File: src/rtl/gpio_pkg.sv
package gpio_pkg;

  localparam int SET_PINS   = 32;
  localparam int GRP_PINS   = 16;
  localparam int SET_STRIDE = 40;
  localparam int SET_BASE0  = 16;
  localparam int GEN_ADDR   = 8;

  typedef enum logic [3:0] {
    RIDX_DIR   = 4'd0,
    RIDX_OUT   = 4'd1,
    RIDX_SET   = 4'd2,
    RIDX_CLR   = 4'd3,
    RIDX_IN    = 4'd4,
    RIDX_RSET  = 4'd5,
    RIDX_RCLR  = 4'd6,
    RIDX_FSET  = 4'd7,
    RIDX_FCLR  = 4'd8,
    RIDX_STAT  = 4'd9
  } gpio_reg_e;

  localparam int SET_WORDS = 10;

endpackage

File: src/rtl/gpio_in_sync.sv
module gpio_in_sync #(
  parameter int W = 32
) (
  input  logic         clk,
  input  logic         rst_n,
  input  logic [W-1:0] raw,
  output logic [W-1:0] lvl,
  output logic [W-1:0] lvl_prev
);

  logic [W-1:0] meta_q;
  logic [W-1:0] lvl_q;
  logic [W-1:0] prev_q;

  always_ff @(posedge clk) begin
    if (!rst_n) begin
      meta_q <= '0;
      lvl_q  <= '0;
      prev_q <= '0;
    end else begin
      meta_q <= raw;
      lvl_q  <= meta_q;
      prev_q <= lvl_q;
    end
  end

  assign lvl      = lvl_q;
  assign lvl_prev = prev_q;

endmodule

File: src/rtl/gpio_bank.sv
module gpio_bank
  import gpio_pkg::*;
(
  input  logic             clk,
  input  logic             rst_n,
  input  logic             wr_en,
  input  gpio_reg_e        reg_idx,
  input  logic [31:0]      wdata,
  input  logic [31:0]      lvl,
  input  logic [31:0]      lvl_prev,
  output logic [31:0]      rdata,
  output logic [31:0]      dir_q,
  output logic [31:0]      out_q,
  output logic [31:0]      stat_q
);

  logic [31:0] rise_q;
  logic [31:0] fall_q;
  logic [31:0] edge_hit;
  logic [31:0] w1c_mask;

  always_comb begin
    edge_hit = (lvl & ~lvl_prev & rise_q) | (~lvl & lvl_prev & fall_q);
    w1c_mask = (wr_en && reg_idx == RIDX_STAT) ? wdata : 32'h0;
  end

  always_ff @(posedge clk) begin
    if (!rst_n) begin
      dir_q  <= '1;
      out_q  <= '0;
      rise_q <= '0;
      fall_q <= '0;
      stat_q <= '0;
    end else begin
      stat_q <= (stat_q & ~w1c_mask) | edge_hit;
      if (wr_en) begin
        case (reg_idx)
          RIDX_DIR:  dir_q  <= wdata;
          RIDX_OUT:  out_q  <= wdata;
          RIDX_SET:  out_q  <= out_q | wdata;
          RIDX_CLR:  out_q  <= out_q & ~wdata;
          RIDX_RSET: rise_q <= rise_q | wdata;
          RIDX_RCLR: rise_q <= rise_q & ~wdata;
          RIDX_FSET: fall_q <= fall_q | wdata;
          RIDX_FCLR: fall_q <= fall_q & ~wdata;
          default: ;
        endcase
      end
    end
  end

  always_comb begin
    case (reg_idx)
      RIDX_DIR:                     rdata = dir_q;
      RIDX_OUT, RIDX_SET, RIDX_CLR: rdata = out_q;
      RIDX_IN:                      rdata = lvl;
      RIDX_RSET, RIDX_RCLR:         rdata = rise_q;
      RIDX_FSET, RIDX_FCLR:         rdata = fall_q;
      RIDX_STAT:                    rdata = stat_q;
      default:                      rdata = 32'h0;
    endcase
  end

  // set-data port raises every masked bit
  a_r4_set_raises: assert property (@(posedge clk) disable iff (!rst_n)
    (wr_en && reg_idx == RIDX_SET) |=> ((out_q & $past(wdata)) == $past(wdata)));

  // clear-data port lowers every masked bit
  a_r5_clr_lowers: assert property (@(posedge clk) disable iff (!rst_n)
    (wr_en && reg_idx == RIDX_CLR) |=> ((out_q & $past(wdata)) == 32'h0));

  // without a status write no status bit drops
  a_r9_sticky_status: assert property (@(posedge clk) disable iff (!rst_n)
    !(wr_en && reg_idx == RIDX_STAT) |=> ((stat_q & $past(stat_q)) == $past(stat_q)));

  // a status bit rises only on an enabled edge
  a_r8_status_from_edge: assert property (@(posedge clk) disable iff (!rst_n)
    1'b1 |=> ((stat_q & ~$past(stat_q) & ~$past(edge_hit)) == 32'h0));

  // an edge coinciding with its clear leaves the bit set
  a_r10_edge_wins: assert property (@(posedge clk) disable iff (!rst_n)
    (edge_hit != 32'h0) |=> ((stat_q & $past(edge_hit)) == $past(edge_hit)));

endmodule

File: src/rtl/gpio_irq_merge.sv
module gpio_irq_merge
  import gpio_pkg::*;
#(
  parameter int PAD_W      = 160,
  parameter int NUM_GROUPS = 9
) (
  input  logic                  clk,
  input  logic                  rst_n,
  input  logic [PAD_W-1:0]      stat_all,
  input  logic [NUM_GROUPS-1:0] grp_en,
  output logic [NUM_GROUPS-1:0] irq
);

  for (genvar g = 0; g < NUM_GROUPS; g++) begin : g_grp
    assign irq[g] = grp_en[g] & (|stat_all[g*GRP_PINS +: GRP_PINS]);

    // a line is only high while its group is enabled
    a_r11_line_gated: assert property (@(posedge clk) disable iff (!rst_n)
      irq[g] |-> grp_en[g]);
  end

endmodule

File: src/rtl/gpio_ctrl.sv
module gpio_ctrl
  import gpio_pkg::*;
#(
  parameter int NUM_PINS   = 144,
  parameter int ADDR_W     = 8,
  parameter int NUM_SETS   = (NUM_PINS + SET_PINS - 1) / SET_PINS,
  parameter int NUM_GROUPS = (NUM_PINS + GRP_PINS - 1) / GRP_PINS
) (
  input  logic                  clk,
  input  logic                  rst_n,
  input  logic                  bus_wr,
  input  logic                  bus_rd,
  input  logic [ADDR_W-1:0]     bus_addr,
  input  logic [31:0]           bus_wdata,
  output logic [31:0]           bus_rdata,
  input  logic [NUM_PINS-1:0]   pin_in,
  output logic [NUM_PINS-1:0]   pin_out,
  output logic [NUM_PINS-1:0]   pin_oe,
  output logic [NUM_GROUPS-1:0] irq
);

  localparam int PAD_W = NUM_SETS * SET_PINS;

  logic [31:0]           addr32;
  logic [PAD_W-1:0]      pin_pad;
  logic [PAD_W-1:0]      lvl_all;
  logic [PAD_W-1:0]      prev_all;
  logic [PAD_W-1:0]      dir_all;
  logic [PAD_W-1:0]      out_all;
  logic [PAD_W-1:0]      stat_all;
  logic [NUM_SETS-1:0]   set_hit;
  logic [31:0]           set_rd   [NUM_SETS];
  logic [NUM_GROUPS-1:0] grp_en_q;
  logic                  gen_hit;
  logic [31:0]           rd_mux;

  assign addr32  = 32'(bus_addr);
  assign gen_hit = (addr32 == 32'(GEN_ADDR));

  always_comb begin
    pin_pad = '0;
    pin_pad[NUM_PINS-1:0] = pin_in;
  end

  gpio_in_sync #(.W(PAD_W)) u_sync (
    .clk      (clk),
    .rst_n    (rst_n),
    .raw      (pin_pad),
    .lvl      (lvl_all),
    .lvl_prev (prev_all)
  );

  for (genvar k = 0; k < NUM_SETS; k++) begin : g_set
    localparam int BASE = SET_BASE0 + SET_STRIDE * k;
    logic [31:0] rel;
    logic [3:0]  idx;
    logic [31:0] bank_rd;

    assign rel        = addr32 - 32'(BASE);
    assign idx        = rel[5:2];
    assign set_hit[k] = (addr32 >= 32'(BASE)) &&
                        (addr32 < 32'(BASE + 4 * SET_WORDS)) &&
                        (addr32[1:0] == 2'b00);

    gpio_bank u_bank (
      .clk      (clk),
      .rst_n    (rst_n),
      .wr_en    (bus_wr && set_hit[k]),
      .reg_idx  (gpio_reg_e'(idx)),
      .wdata    (bus_wdata),
      .lvl      (lvl_all[k*SET_PINS +: SET_PINS]),
      .lvl_prev (prev_all[k*SET_PINS +: SET_PINS]),
      .rdata    (bank_rd),
      .dir_q    (dir_all[k*SET_PINS +: SET_PINS]),
      .out_q    (out_all[k*SET_PINS +: SET_PINS]),
      .stat_q   (stat_all[k*SET_PINS +: SET_PINS])
    );

    assign set_rd[k] = set_hit[k] ? bank_rd : 32'h0;
  end

  always_ff @(posedge clk) begin
    if (!rst_n) begin
      grp_en_q <= '0;
    end else if (bus_wr && gen_hit) begin
      grp_en_q <= bus_wdata[NUM_GROUPS-1:0];
    end
  end

  always_comb begin
    rd_mux = 32'h0;
    if (gen_hit) rd_mux[NUM_GROUPS-1:0] = grp_en_q;
    for (int k = 0; k < NUM_SETS; k++) rd_mux = rd_mux | set_rd[k];
  end

  always_ff @(posedge clk) begin
    if (!rst_n) begin
      bus_rdata <= 32'h0;
    end else if (bus_rd) begin
      bus_rdata <= rd_mux;
    end
  end

  assign pin_out = out_all[NUM_PINS-1:0];
  assign pin_oe  = ~dir_all[NUM_PINS-1:0];

  gpio_irq_merge #(.PAD_W(PAD_W), .NUM_GROUPS(NUM_GROUPS)) u_irq (
    .clk      (clk),
    .rst_n    (rst_n),
    .stat_all (stat_all),
    .grp_en   (grp_en_q),
    .irq      (irq)
  );

  // at most one register set claims an address
  a_r2_one_set_hit: assert property (@(posedge clk) disable iff (!rst_n)
    $onehot0(set_hit));

  // read data only changes after a sampled read
  a_r2_rdata_holds: assert property (@(posedge clk) disable iff (!rst_n)
    !bus_rd |=> $stable(bus_rdata));

endmodule

File: config.mk
export PLATFORM = sky130hd
export DESIGN_NAME = gpio_ctrl
export DESIGN_NICKNAME = d
export VERILOG_FILES = /design/src/rtl/gpio_pkg.sv /design/src/rtl/gpio_in_sync.sv /design/src/rtl/gpio_bank.sv /design/src/rtl/gpio_irq_merge.sv /design/src/rtl/gpio_ctrl.sv
export SDC_FILE = /design/constraint.sdc
export NUM_CORES = 2
export LEC_CHECK = 0
export BUFFER_PORTS_ARGS = -buffer_cell sky130_fd_sc_hd__buf_2
export CORE_MARGIN = 5
export CORE_UTILIZATION = 64
export CTS_BUF_LIST = sky130_fd_sc_hd__clkbuf_16
export DETAILED_ROUTE_END_ITERATION = 7
export PLACE_DENSITY_LB_ADDON = 0.1
export SLEW_MARGIN = 20
export SYNTH_ARGS = -nofsm -noshare
export SYNTH_HDL_FRONTEND = slang
export SYNTH_SLANG_ARGS = --single-unit
File: constraint.sdc
create_clock -name clk -period 12.1 [get_ports clk]
set_input_delay 3.025 -clock clk [delete_from_list [all_inputs] [get_ports clk]]
set_output_delay 3.025 -clock clk [all_outputs]
set_load 0.02 [all_outputs]
==> reports/metrics.csv <==
metric,value,unit
"Seq/Total Area, Yosys",47.1,%
Fmax,0.129,GHz
initial antenna violation count,21,
Yosys reg bits,1273,
DR pass1 iterations,8,
CP Cell Sequence,"buf_2, clkinv_1, ha_4, buf_4, inv_2, nor3_2, and3_1, buf_4, nand2_1, a21oi_1, nor2_1",
buffers added on ports,516,
DRC errors left,0,
Crit Path Max Fanout,61,
Reg area,0.0255,mm2
placed cell area,0.0565,mm2
GRT Total Usage,46.9,%
Post-synth EDFFs,0,
CTS sink cnt,1273,
kind of cell adding the most delay to the critical path,buffers and inverters,
CTS Buffer Depth,3,
initial drt markers,9866,
crit path kind,input port to register,
Hold WC Path Type,register to register,
clk_lat worst skew,0.75,ns
Crit-path slowest cell,ha_4,
CTS tree,done,
core footprint,0.0837,mm2
Starting Density,64.6,%
r2r startpoint,g_set[2].u_bank.out_q[8],
via count,53500,
fin area,0.0607,mm2
CP required,12.69,ns
Routed Antenna Nets,0,
row count,106,
Post-CTS Setup Inserts,0,
Least-Margin Pin Slew,1.41,ns
Syn Area/Cell,8.66,um2
Most common cell on crit path,buf_4,
Area Overhead vs Synth,12.3,%
RSZ-0062 raised after global routing,false,
clock buffer count from CTS,132,
Setup Skew,0.0207,ns
Detail Placement HPWL,142000,um
Nets,6569,
final hold vios,0,
hold_sp,u_sync.meta_q[83],
mapped cell area,0.0541,mm2
Synth Net Count,6433,
largest net degree at the start of global routing,207,
clock root buffer,clkbuf_16,
Synth cell types,95,
final WL,223000,um
Filler cells,6454,
fraction of registers with async set/reset,0,%
status,finished clean,
fin. max-slew vios,0,
I/O pins,517,
DR WL/cell,29.3,um
ys flop type,dfxtp_1,
setup_tns,0,ns
vias in the first global route,48600,
Die W,301,um
WP data arrival,8.35,ns
"Largest stage delay, worst path",0.79,ns
Setup Viol. Count Final,0,
Die Area,0.0904,mm2
crit path buf inv count,5,
Crit. End Element,register,
CTS HTree Levels,4,
yosys warns,0,
worst ir drop on vdd,0.000137,V
Max Cap Viol,0,
area of the multi-input gates,0.0255,mm2
grt ovf,0,
share of layout cells above drive strength 1,14.4,%
cts hold-fix bufs,0,
PwrDens,148,mW/mm2
final worst-path cycle share,64.2,%
Clock Pin Slew Worst Setup and Hold Paths,0.06,ns
Mapped Cells,6242,
post-cts resize count,0,
Slew headroom,5.11,%
Final GP Congestion,1.03,
crit path launch type,input port,
start point of the critical path,bus_addr[3],
drt via density,7.01,
Leakage Power,0.0230,uW
first-pass GRT wire length,322000,um
minimum clock period,7.76,ns
Die Span Y,301,um
==> area by class of cell <==
| type | instances | area share, % |
|---|---|---|
| multi-input cells | 4170 | 42.0 |
| repair buffers | 641 | 5.86 |
| flip-flops and latches | 1273 | 42.0 |
| well taps | 1134 | 2.34 |
| inverters | 160 | 1.00 |
| clock buffers | 138 | 5.69 |
| diodes | 11 | 0.0453 |
| clock inverters | 103 | 1.14 |
==> metrics by stage <==
step	setup WS [ns]	total power, uW	util [%]	hold slack (ns)	instances
after detailed placement	4.02	5050	67.5	0.417	7376
after global routing	4.41	9130	72.5	0.438	7620
after CTS	4.78	8900	72.5	0.427	7617
after global placement	4.21	5040	67.5	0.414	7376
final	4.34	8960	72.6	0.428	7630
after floorplan	6.04	4750	-	0.412	6242
==> metal layers <==
metal,part of all wire [%],track usage [%],vias to the layer above
li1,-,-,22800
met1,35,60.5,25000
met5,0.039,0,-
met3,15,14.9,1082
met4,9.1,32.6,14
met2,40,66.7,4605
==> power breakdown <==
group | switching, uW | internal, uW
Sequential | 51.5 | 4260
Combinational | 537 | 162
Clock | 1740 | 2220
Total | 2330 | 6640
==> final timing paths <==
check / endpoint / slack [ns] / cells past startpoint
setup / recovery: g_set[3].u_bank.stat_q[14] / 4.34 / 11
hold / removal: u_sync.lvl[83] / 0.43 / 1
setup reg to reg: bus_rdata[8] / 9.55 / 6
hold reg to reg: u_sync.lvl[83] / 0.43 / 1
==> layout by cell type (no fill, tap or decap), types with 12 or more instances in the layout <==
cell type,n
a22oi_1,275
and2_1,439
nand4_1,12
nand3b_1,148
o211ai_2,28
inv_1,183
nor2_1,352
o22a_1,14
nor3_1,17
clkinv_2,17
o21a_1,36
mux2i_1,94
nor4_1,41
a21boi_0,25
a221oi_1,39
a21o_1,13
a21oi_1,569
and3_1,21
a22o_1,37
o21ai_0,458
a211oi_1,134
a32oi_1,18
o211ai_1,126
dfxtp_1,1273
o221ai_1,15
a221o_1,16
o22ai_1,38
nand3_1,84
nand2_1,643
buf_2,513
a311oi_1,196
a21boi_1,13
buf_4,125
a31oi_1,49
clkbuf_16,138
a222oi_1,33
clkinv_1,41
a41oi_1,17
==> cells in the mapped netlist, types with 27 or more instances <==
library cell  instances  area share [%]
o22ai_1              38            0.44
a22o_1               37            0.60
a211oi_1            134             1.9
buf_4                35            0.49
nor4_1               42            0.49
o211ai_1            126             1.7
nor2_1              357             2.5
a31oi_1              49            0.57
o211ai_2             28            0.65
dfxtp_1            1273              47
nand3b_1            148             2.1
a22oi_1             275             3.8
buf_2               127             1.2
o21a_1               36            0.50
nand3_1              85            0.79
mux2i_1              94             1.7
clkbuf_1            438             3.0
a311oi_1            196             3.2
buf_1                27            0.19
o21ai_0             458             4.2
nand2_1             645             4.5
a221oi_1             39            0.63
a21oi_1             569             5.3
inv_1               157             1.1
a222oi_1             33            0.61
and2_1              440             5.1
a21boi_0             29            0.40
==> logic make-up (layout without fill, tap and decap cells) <==
| kind of cell | Yosys count | in the layout | share of synthesized area (%) |
|---|---|---|---|
| compound gates | 2221 | 2221 | 27.4 |
| simple gates | 1838 | 1838 | 17.0 |
| flops | 1273 | 1273 | 47.1 |
| buf+inv | 799 | 1042 | 6.24 |
| mux | 102 | 102 | 1.93 |
| xor+xnor | 6 | 6 | 0.174 |
| fa+ha+maj | 3 | 3 | 0.0695 |
| other cells | 0 | 11 | 0 |
No activity file was read; power rests on OpenSTA's default activity.
